$ cat config.mk
export PLATFORM = sky130hd
export DESIGN_NAME = ddr_cmd_seq
export DESIGN_NICKNAME = d
export VERILOG_FILES = /design/src/rtl/ddr_seq_pkg.sv /design/src/rtl/ddr_seq_timer.sv /design/src/rtl/ddr_seq_addr.sv /design/src/rtl/ddr_seq_fsm.sv /design/src/rtl/ddr_cmd_seq.sv
export SDC_FILE = /design/constraint.sdc
export NUM_CORES = 1
export LEC_CHECK = 0
export BUFFER_PORTS_ARGS = -buffer_cell sky130_fd_sc_hd__buf_2
export CORE_MARGIN = 2
export CORE_UTILIZATION = 30
export CTS_BUF_LIST = sky130_fd_sc_hd__clkbuf_4 sky130_fd_sc_hd__clkbuf_8
export CTS_CLUSTER_SIZE = 20
export DETAILED_ROUTE_END_ITERATION = 6
export PLACE_DENSITY = 0.51
export SETUP_SLACK_MARGIN = 0.15
export SYNTH_ARGS = -nofsm -noshare
export SYNTH_HDL_FRONTEND = slang
export SYNTH_SLANG_ARGS = --single-unit
$ cat constraint.sdc
create_clock -name clk -period 4.5 [get_ports clk]
set_clock_uncertainty 0.15 [all_clocks]
set_input_delay 0.675 -clock clk [delete_from_list [all_inputs] [get_ports clk]]
set_output_delay 0.675 -clock clk [all_outputs]
set_load 0.05 [all_outputs]
$ cat src/rtl/ddr_seq_pkg.sv
// Package: shared types for the DDR command sequencer.
// Holds the state encoding, the SDRAM command codes ({cs_n,ras_n,cas_n,we_n})
// and the index of each timer in the timer bank.
package ddr_seq_pkg;

    typedef enum logic [3:0] {
        ST_IDLE,
        ST_PRE,
        ST_EMRS,
        ST_MRS,
        ST_REF,
        ST_GAP,
        ST_ACT,
        ST_ACT_WAIT,
        ST_RD,
        ST_RD_WAIT,
        ST_RD_DATA,
        ST_WR,
        ST_WR_DATA
    } seq_state_t;

    typedef enum logic [3:0] {
        CMD_MRS   = 4'b0000,
        CMD_REF   = 4'b0001,
        CMD_PRE   = 4'b0010,
        CMD_ACT   = 4'b0011,
        CMD_WRITE = 4'b0100,
        CMD_READ  = 4'b0101,
        CMD_NOP   = 4'b0111
    } sd_cmd_t;

    typedef enum logic [2:0] {
        INIT_PRE1,
        INIT_EMR,
        INIT_MR,
        INIT_PRE2,
        INIT_REF1,
        INIT_REF2,
        INIT_END
    } init_step_t;

    localparam int TMR_RCD   = 0;
    localparam int TMR_CAS   = 1;
    localparam int TMR_BURST = 2;
    localparam int TMR_GAP   = 3;
    localparam int TMR_NUM   = 4;

endpackage

$ cat src/rtl/ddr_seq_timer.sv
// Module: loadable down-counter used for every timing window of the sequencer.
// Assumes: a load pulse places VAL in the counter on the next edge; the
// expired flag is high whenever the counter holds zero, so a window started
// with value L lasts L+1 cycles after the load cycle.
module ddr_seq_timer #(
    parameter int W = 8
) (
    input  logic         clk,
    input  logic         rst_n,
    input  logic         load,
    input  logic [W-1:0] val,
    output logic         expired
);

    logic [W-1:0] cnt_q;

    // Count down to zero after each load; hold at zero.
    always_ff @(posedge clk) begin
        if (!rst_n) begin
            cnt_q <= '0;
        end else if (load) begin
            cnt_q <= val;
        end else if (cnt_q != '0) begin
            cnt_q <= cnt_q - W'(1);
        end
    end

    assign expired = (cnt_q == '0);

endmodule

$ cat src/rtl/ddr_seq_addr.sv
// Module: address latch and bank/address output mux.
// Latches the request address when the FSM accepts a read or write, then
// drives sd_ba/sd_addr according to the command state. Assumes ADDR_W > AP_BIT
// and COL_W <= AP_BIT so the auto-precharge bit never overlaps the column.
module ddr_seq_addr
    import ddr_seq_pkg::*;
#(
    parameter int ROW_W  = 13,
    parameter int COL_W  = 10,
    parameter int BANK_W = 2,
    parameter int ADDR_W = 13,
    parameter int AP_BIT = 10,
    parameter logic [ADDR_W-1:0] MR_VAL  = '0,
    parameter logic [ADDR_W-1:0] EMR_VAL = '0
) (
    input  logic              clk,
    input  logic              rst_n,
    input  logic              lat_en,
    input  logic [ROW_W-1:0]  row,
    input  logic [COL_W-1:0]  col,
    input  logic [BANK_W-1:0] bank,
    input  seq_state_t        state,
    output logic [BANK_W-1:0] sd_ba,
    output logic [ADDR_W-1:0] sd_addr
);

    localparam logic [ADDR_W-1:0] AP_MASK = ADDR_W'(1) << AP_BIT;

    logic [ROW_W-1:0]  row_q;
    logic [COL_W-1:0]  col_q;
    logic [BANK_W-1:0] bank_q;

    // Capture the request address in the cycle the FSM accepts it.
    always_ff @(posedge clk) begin
        if (!rst_n) begin
            row_q  <= '0;
            col_q  <= '0;
            bank_q <= '0;
        end else if (lat_en) begin
            row_q  <= row;
            col_q  <= col;
            bank_q <= bank;
        end
    end

    // Select bank and address lines for the command being issued.
    always_comb begin
        sd_ba   = '0;
        sd_addr = '0;
        case (state)
            ST_PRE:  sd_addr = AP_MASK;
            ST_EMRS: begin
                sd_ba   = BANK_W'(1);
                sd_addr = EMR_VAL;
            end
            ST_MRS:  sd_addr = MR_VAL;
            ST_ACT: begin
                sd_ba   = bank_q;
                sd_addr = ADDR_W'(row_q);
            end
            ST_RD, ST_WR: begin
                sd_ba   = bank_q;
                sd_addr = ADDR_W'(col_q) | AP_MASK;
            end
            default: ;
        endcase
    end

endmodule

$ cat src/rtl/ddr_seq_fsm.sv
// Module: command state machine of the DDR sequencer.
// Runs the six-step power-up sequence, then serves refresh, read and write
// requests (in that priority) while idle. It loads the timer bank and moves on
// when the matching timer has expired. Assumes the load values already
// account for the state-transition cycles (computed in the top module).
module ddr_seq_fsm
    import ddr_seq_pkg::*;
#(
    parameter int TMR_W    = 8,
    parameter int GAP_RP   = 0,
    parameter int GAP_MRD  = 0,
    parameter int GAP_RFC  = 7,
    parameter int LD_RCD   = 1,
    parameter int LD_CAS   = 0,
    parameter int LD_BURST = 1
) (
    input  logic                             clk,
    input  logic                             rst_n,
    input  logic                             rd_req,
    input  logic                             wr_req,
    input  logic                             ref_req,
    input  logic [TMR_NUM-1:0]               tmr_end,
    output logic [TMR_NUM-1:0]               tmr_ld,
    output logic [TMR_NUM-1:0][TMR_W-1:0]    tmr_val,
    output seq_state_t                       state,
    output sd_cmd_t                          cmd,
    output logic                             lat_en,
    output logic                             init_done,
    output logic                             rd_en,
    output logic                             wr_en,
    output logic                             ref_ack
);

    seq_state_t state_q, state_d;
    init_step_t step_q;
    logic       done_q;
    logic       op_rd_q;
    logic       take_ref;
    logic       take_rw;
    logic       init_cmd;

    assign take_ref = done_q && ref_req;
    assign take_rw  = done_q && !ref_req && (rd_req || wr_req);
    assign init_cmd = (state_q == ST_PRE) || (state_q == ST_EMRS) ||
                      (state_q == ST_MRS) || (state_q == ST_REF);

    // Next-state selection for init steps, requests and timer handshakes.
    always_comb begin
        state_d = state_q;
        case (state_q)
            ST_IDLE: begin
                if (!done_q) begin
                    case (step_q)
                        INIT_PRE1, INIT_PRE2: state_d = ST_PRE;
                        INIT_EMR:             state_d = ST_EMRS;
                        INIT_MR:              state_d = ST_MRS;
                        INIT_REF1, INIT_REF2: state_d = ST_REF;
                        default:              state_d = ST_IDLE;
                    endcase
                end else if (take_ref) begin
                    state_d = ST_REF;
                end else if (take_rw) begin
                    state_d = ST_ACT;
                end
            end
            ST_PRE, ST_EMRS, ST_MRS, ST_REF: state_d = ST_GAP;
            ST_GAP:      if (tmr_end[TMR_GAP]) state_d = ST_IDLE;
            ST_ACT:      state_d = ST_ACT_WAIT;
            ST_ACT_WAIT: if (tmr_end[TMR_RCD]) state_d = op_rd_q ? ST_RD : ST_WR;
            ST_RD:       state_d = ST_RD_WAIT;
            ST_RD_WAIT:  if (tmr_end[TMR_CAS]) state_d = ST_RD_DATA;
            ST_RD_DATA:  if (tmr_end[TMR_BURST]) state_d = ST_IDLE;
            ST_WR:       state_d = ST_WR_DATA;
            ST_WR_DATA:  if (tmr_end[TMR_BURST]) state_d = ST_IDLE;
            default:     state_d = ST_IDLE;
        endcase
    end

    // State, init progress, done flag and latched operation direction.
    always_ff @(posedge clk) begin
        if (!rst_n) begin
            state_q <= ST_IDLE;
            step_q  <= INIT_PRE1;
            done_q  <= 1'b0;
            op_rd_q <= 1'b0;
        end else begin
            state_q <= state_d;
            if (!done_q && init_cmd) begin
                step_q <= init_step_t'(step_q + 3'd1);
            end
            if (state_q == ST_IDLE && step_q == INIT_END) begin
                done_q <= 1'b1;
            end
            if (state_q == ST_IDLE && take_rw) begin
                op_rd_q <= rd_req;
            end
        end
    end

    // Timer load pulses and load values per state.
    always_comb begin
        tmr_ld  = '0;
        tmr_val = '0;
        tmr_ld[TMR_GAP]   = init_cmd;
        case (state_q)
            ST_PRE:  tmr_val[TMR_GAP] = TMR_W'(GAP_RP);
            ST_REF:  tmr_val[TMR_GAP] = TMR_W'(GAP_RFC);
            default: tmr_val[TMR_GAP] = TMR_W'(GAP_MRD);
        endcase
        tmr_ld[TMR_RCD]    = (state_q == ST_ACT);
        tmr_val[TMR_RCD]   = TMR_W'(LD_RCD);
        tmr_ld[TMR_CAS]    = (state_q == ST_RD);
        tmr_val[TMR_CAS]   = TMR_W'(LD_CAS);
        tmr_ld[TMR_BURST]  = (state_q == ST_WR) ||
                             (state_q == ST_RD_WAIT && tmr_end[TMR_CAS]);
        tmr_val[TMR_BURST] = TMR_W'(LD_BURST);
    end

    // Command code for each command-issuing state; NOP elsewhere.
    always_comb begin
        case (state_q)
            ST_PRE:          cmd = CMD_PRE;
            ST_EMRS, ST_MRS: cmd = CMD_MRS;
            ST_REF:          cmd = CMD_REF;
            ST_ACT:          cmd = CMD_ACT;
            ST_RD:           cmd = CMD_READ;
            ST_WR:           cmd = CMD_WRITE;
            default:         cmd = CMD_NOP;
        endcase
    end

    assign state     = state_q;
    assign lat_en    = (state_q == ST_IDLE) && take_rw;
    assign init_done = done_q;
    assign rd_en     = (state_q == ST_RD_DATA);
    assign wr_en     = (state_q == ST_WR_DATA);
    assign ref_ack   = (state_q == ST_REF) && done_q;

endmodule

$ cat src/rtl/ddr_cmd_seq.sv
// Module: top of the DDR SDRAM command sequencer.
// Joins the FSM, the timer bank and the address latch. Timing parameters are
// in clock cycles between command edges. Assumes T_RP, T_MRD, T_RFC >= 3,
// T_RCD >= 2, CAS_LAT in {2,3}, BURST_LEN in {2,4,8}, ADDR_W >= 11, COL_W <= 10.
module ddr_cmd_seq
    import ddr_seq_pkg::*;
#(
    parameter int ROW_W     = 13,
    parameter int COL_W     = 10,
    parameter int BANK_W    = 2,
    parameter int ADDR_W    = 13,
    parameter int CAS_LAT   = 2,
    parameter int BURST_LEN = 4,
    parameter int T_RP      = 3,
    parameter int T_MRD     = 3,
    parameter int T_RFC     = 10,
    parameter int T_RCD     = 3,
    parameter int TMR_W     = 8
) (
    input  logic              clk,
    input  logic              rst_n,
    input  logic              usr_rd_req,
    input  logic              usr_wr_req,
    input  logic              usr_ref_req,
    input  logic [ROW_W-1:0]  usr_row,
    input  logic [COL_W-1:0]  usr_col,
    input  logic [BANK_W-1:0] usr_bank,
    output logic              ref_ack,
    output logic              init_done,
    output logic              sd_cs_n,
    output logic              sd_ras_n,
    output logic              sd_cas_n,
    output logic              sd_we_n,
    output logic [BANK_W-1:0] sd_ba,
    output logic [ADDR_W-1:0] sd_addr,
    output logic              rd_en,
    output logic              wr_en
);

    localparam int BURST_CYC = BURST_LEN / 2;
    localparam int GAP_RP    = T_RP - 3;
    localparam int GAP_MRD   = T_MRD - 3;
    localparam int GAP_RFC   = T_RFC - 3;
    localparam int LD_RCD    = T_RCD - 2;
    localparam int LD_CAS    = CAS_LAT - 2;
    localparam int LD_BURST  = BURST_CYC - 1;
    localparam int AP_BIT    = 10;
    localparam logic [ADDR_W-1:0] MR_VAL =
        ADDR_W'((1 << 8) | (CAS_LAT << 4) | $clog2(BURST_LEN));
    localparam logic [ADDR_W-1:0] EMR_VAL = '0;

    logic [TMR_NUM-1:0]            tmr_ld;
    logic [TMR_NUM-1:0]            tmr_end;
    logic [TMR_NUM-1:0][TMR_W-1:0] tmr_val;
    seq_state_t                    state;
    sd_cmd_t                       cmd;
    logic                          lat_en;

    ddr_seq_fsm #(
        .TMR_W    (TMR_W),
        .GAP_RP   (GAP_RP),
        .GAP_MRD  (GAP_MRD),
        .GAP_RFC  (GAP_RFC),
        .LD_RCD   (LD_RCD),
        .LD_CAS   (LD_CAS),
        .LD_BURST (LD_BURST)
    ) i_fsm (
        .clk       (clk),
        .rst_n     (rst_n),
        .rd_req    (usr_rd_req),
        .wr_req    (usr_wr_req),
        .ref_req   (usr_ref_req),
        .tmr_end   (tmr_end),
        .tmr_ld    (tmr_ld),
        .tmr_val   (tmr_val),
        .state     (state),
        .cmd       (cmd),
        .lat_en    (lat_en),
        .init_done (init_done),
        .rd_en     (rd_en),
        .wr_en     (wr_en),
        .ref_ack   (ref_ack)
    );

    // One down-counter per timing window.
    for (genvar g = 0; g < TMR_NUM; g++) begin : g_tmr
        ddr_seq_timer #(.W(TMR_W)) i_tmr (
            .clk     (clk),
            .rst_n   (rst_n),
            .load    (tmr_ld[g]),
            .val     (tmr_val[g]),
            .expired (tmr_end[g])
        );
    end

    ddr_seq_addr #(
        .ROW_W   (ROW_W),
        .COL_W   (COL_W),
        .BANK_W  (BANK_W),
        .ADDR_W  (ADDR_W),
        .AP_BIT  (AP_BIT),
        .MR_VAL  (MR_VAL),
        .EMR_VAL (EMR_VAL)
    ) i_addr (
        .clk     (clk),
        .rst_n   (rst_n),
        .lat_en  (lat_en),
        .row     (usr_row),
        .col     (usr_col),
        .bank    (usr_bank),
        .state   (state),
        .sd_ba   (sd_ba),
        .sd_addr (sd_addr)
    );

    assign {sd_cs_n, sd_ras_n, sd_cas_n, sd_we_n} = cmd;

endmodule

==> metrics.md <==
| Metric | Value |
|---|---|
| Status | `complete, no violations` |
| Routed vias/inst | `~4.8` |
| Diodes inserted | `0` |
| Post-synthesis cell count | `between 400 and 500` |
| Total Nets Final | `513` |
| Pwr Density | `650 mW/mm²` |
| Hold-fix buffers at CTS | `0` |
| DP HPWL | `around 6000 µm` |
| FFs w/ async S/R, synth | `0%` |
| Post-Syn Area | `0.00333 mm²` |
| Final Instance Area | `0.00388 mm²` |
| Netlist cell types | `50` |
| Routed wire length | `8130 µm` |
| Vias in the first global route | `2823` |
| Final hold violation count | `0` |
| Stages on worst setup path | `5` |
| RSZ-0062 raised after global routing | `false` |
| CP startpoint kind | `flop` |
| Layout area overhead | `16.6%` |
| I/O pin count | `53` |
| Htree depth | `3` |
| Critical Path Source | `i_fsm.state[2]$_SDFFE_PN0P_` |
| Cell leakage power | `~1.6 nW` |
| Placed cell areas | `roughly 0.0037 mm²` |
| Synth area leader | `dfxtp_1` |
| Drt initial violations | `169` |
| Critical Path, Cell by Cell | `nand2b_1 -> nor2_1 -> nand2_1 -> o21ai_0 -> buf_2` |
| FF-to-FF path depth | `5` |
| Grt ovf | `0` |
| Layout cells sized above 1 | `between 10% and 20%` |
| Post_cts resized | `0` |
| Max Cap Violations | `0` |
| GP Congestion | `0.818` |
| Post-synth top area share | `between 30 and 40%` |
| Initial Utilization | `30.7%` |
| Most used DFF post-synth | `dfxtp_1` |
| Slowest CP cell | `nor2_1` |
| Clk slew on worst S/H paths | `0.08 ns` |
| Min Tclk post-route | `3.39 ns` |
| Post-CTS setup buffers | `0` |
| Setup violators final | `0` |
| CP bufs+invs | `1` |
| WHS Path Cells | `2` |
| Min-Delay Path Class | `flop to flop` |
| Global-route wire length before repair | `around 13000 µm` |
| DRC violations left | `0` |
| PortBufs | `51` |
| Final core utilization | `35.8%` |
| Initial antenna violation count | `0` |
| Crit. End Element | `output pin` |
| Pins Over Slew Limit | `0` |
| WS Path Type | `flop to output pin` |
| Syn Area/Cell | `7.82 µm²` |
| Area contributors post-synth | `dfxtp_1, nand2_1, nor2_1` |
| Die Span Y | `~110 µm` |
| Net Count, Synth | `about 470` |
| Switching Fraction | `43.1%` |
| Tcrit/Tclk final | `75.4%` |
| CTS Root Cell | `clkbuf_8` |
| Post-synth EDFFs | `0` |
| Vias | `2978` |
| Sw Pwr | `1.09 mW` |
| #FFs+latches synth | `66` |
| Wirelength per Cell | `13.2 µm` |
| Cell count after placement | `600` |
| Worst EP arrival | `roughly 2.6 ns` |
| R2r startpoint | `i_fsm.state[0]$_SDFFE_PN0P_` |
| Slew HR | `40.3%` |
| Die X | `about 110 µm` |
| Combinational fraction of design power | `45.9%` |
| Worst hold start | `i_addr.row_q[1]$_SDFFE_PN0P_` |
| Sink Count | `66` |
| Post-synthesis sequential area ratio | `39.7%` |
| Count leader, synth | `nand2_1` |
| Final hold slack | `0.307 ns` |
| Int Pwr | `1.43 mW` |
| Crit-path leading delay family | `simple AND/OR/NAND/NOR gates` |
| Clk Latency, worst-skew pair | `0.35 ns` |
| CTS tree | `done` |
| Maximum VDD drop | `0.295 mV` |
| Row cnt | `38` |
| CTS Buf Count | `9` |
| Setup Total Neg Slack | `0 ns` |
| Sequential cell area | `0.00132 mm²` |
| # fillers | `1188` |
| Clock tree buffer depth | `2` |
| Pin count of the biggest net entering global routing | `26` |
| Crit-path max cell delay | `0.73 ns` |
| GRT Util Overall | `between 10 and 15%` |
| CP max FO | `17` |
| Power share of the clock group | `~20%` |
| Sequential Power Share | `34.0%` |
| Post-route ant nets | `0` |
| Post-Layout Cell Count | `616` |
| Die Area | `about 0.012 mm²` |
| Synth cell count leaders | `nand2_1, dfxtp_1, nor2_1` |
| Core ar. | `0.0108 mm²` |
| Drt first pass iters | `4` |
| Worst-Margin Slew | `around 0.89 ns` |
| Multi-input logic area | `0.00185 mm²` |
| Peak Freq | `295 MHz` |
| Syn. warnings | `0` |
| Worst path required time | `3.67 ns` |
## cells by family (layout without fill, tap and decap cells)
kind of cell,after synthesis,count (layout),share of synthesized area (%)
AO/OA/AOI/OAI,94,94,17.6
XOR/XNOR,26,26,6.84
adder cells (fa/ha/maj),12,12,4.51
buffers and inverters,35,85,4.73
flip-flops,66,66,39.7
multiplexers,5,5,1.54
other,1,1,0.113
AND/OR/NAND/NOR,187,187,25.0
## layout by cell type, fill, tap and decap left out, types with 2 or more instances in the layout
| cell | n |
|---|---|
| nand2_1 | 82 |
| dfxtp_1 | 66 |
| nor2_1 | 55 |
| buf_2 | 51 |
| a21oi_1 | 38 |
| o21ai_0 | 16 |
| inv_1 | 14 |
| nor3_1 | 14 |
| xnor2_1 | 14 |
| xor2_1 | 12 |
| ha_1 | 12 |
| clkbuf_8 | 10 |
| a22o_1 | 7 |
| nand2b_1 | 5 |
| and3_1 | 5 |
| a21boi_0 | 5 |
| nor4_1 | 5 |
| nor3b_1 | 5 |
| nand3_1 | 4 |
| a211oi_1 | 4 |
| mux2i_1 | 4 |
| o21a_1 | 3 |
| o22ai_1 | 3 |
| o211ai_1 | 3 |
| a211o_1 | 3 |
| clkinvlp_4 | 3 |
| clkinv_1 | 2 |
| a21o_1 | 2 |
| nor2b_1 | 2 |
| and2_1 | 2 |
| a2111oi_0 | 2 |
| nand4_1 | 2 |
| buf_4 | 2 |
## through the flow
stage	power (mW)	setup slack [ns]
2_1_floorplan	1.78	1.63
3_3_place_gp	2.02	1.50
3_5_place_dp	2.03	1.49
4_1_cts	2.55	1.08
5_1_grt	2.75	0.868
6_report	2.52	1.11
## path summary, 6_finish.rpt
kind / slack [ns] / to
worst max-delay path: 1.11 / sd_addr[10]
worst min-delay path: 0.31 / i_addr.row_q[1]$_SDFFE_PN0P_
worst max register to register: 1.83 / i_addr.bank_q[0]$_SDFFE_PN0P_
worst min register to register: 0.31 / i_addr.row_q[1]$_SDFFE_PN0P_
## routing by layer
metal | share of wire [%] | track usage [%] | routed length [µm] | vias up
li1 | - | - | - | 1537
met1 | 48 | 18.7 | 3940 | 1373
met2 | 44 | 22.2 | 3540 | 56
met3 | 6.2 | 5.39 | 503 | 12
met4 | 1.8 | 4.97 | 145 | 0
met5 | 0 | 0 | 0 | -
## worst reg2reg max path, cell delays in order (launching register included)
cell	delay [ns]
dfxtp_1	0.49
or4_4	0.65
nor3b_4	0.31
and2b_1	0.71
nand2_1	0.15
a21oi_1	0.14
## cell type report
class                   instances  area share, %
inverters                      16           1.55
well taps                     140           4.51
flip-flops and latches         66           34.0
multi-input cells             325           47.7
clock buffers                  10           3.54
clock inverters                 6           1.71
repair buffers                 53           6.96
## state kept, by name (all words and copies together), names as in the netlist
| name | flops |
|---|---|
| i_fsm.init_done | 1 |
| i_fsm.op_rd_q | 1 |
| i_addr.bank_q | 2 |
| i_addr.row_q | 13 |
| i_fsm.step_q | 3 |
| g_tmr.i_tmr.cnt_q | 32 |
| i_fsm.state | 4 |
| i_addr.col_q | 10 |
## power by group through the flow
stage	Combinational (mW)	Clock [mW]	Sequential, mW
2_1_floorplan	0.987	0	0.794
3_3_place_gp	1.15	0	0.866
3_5_place_dp	1.16	0	0.869
4_1_cts	1.17	0.531	0.857
5_1_grt	1.31	0.556	0.883
6_report	1.16	0.509	0.857
Power figures use the tool's default switching activity.
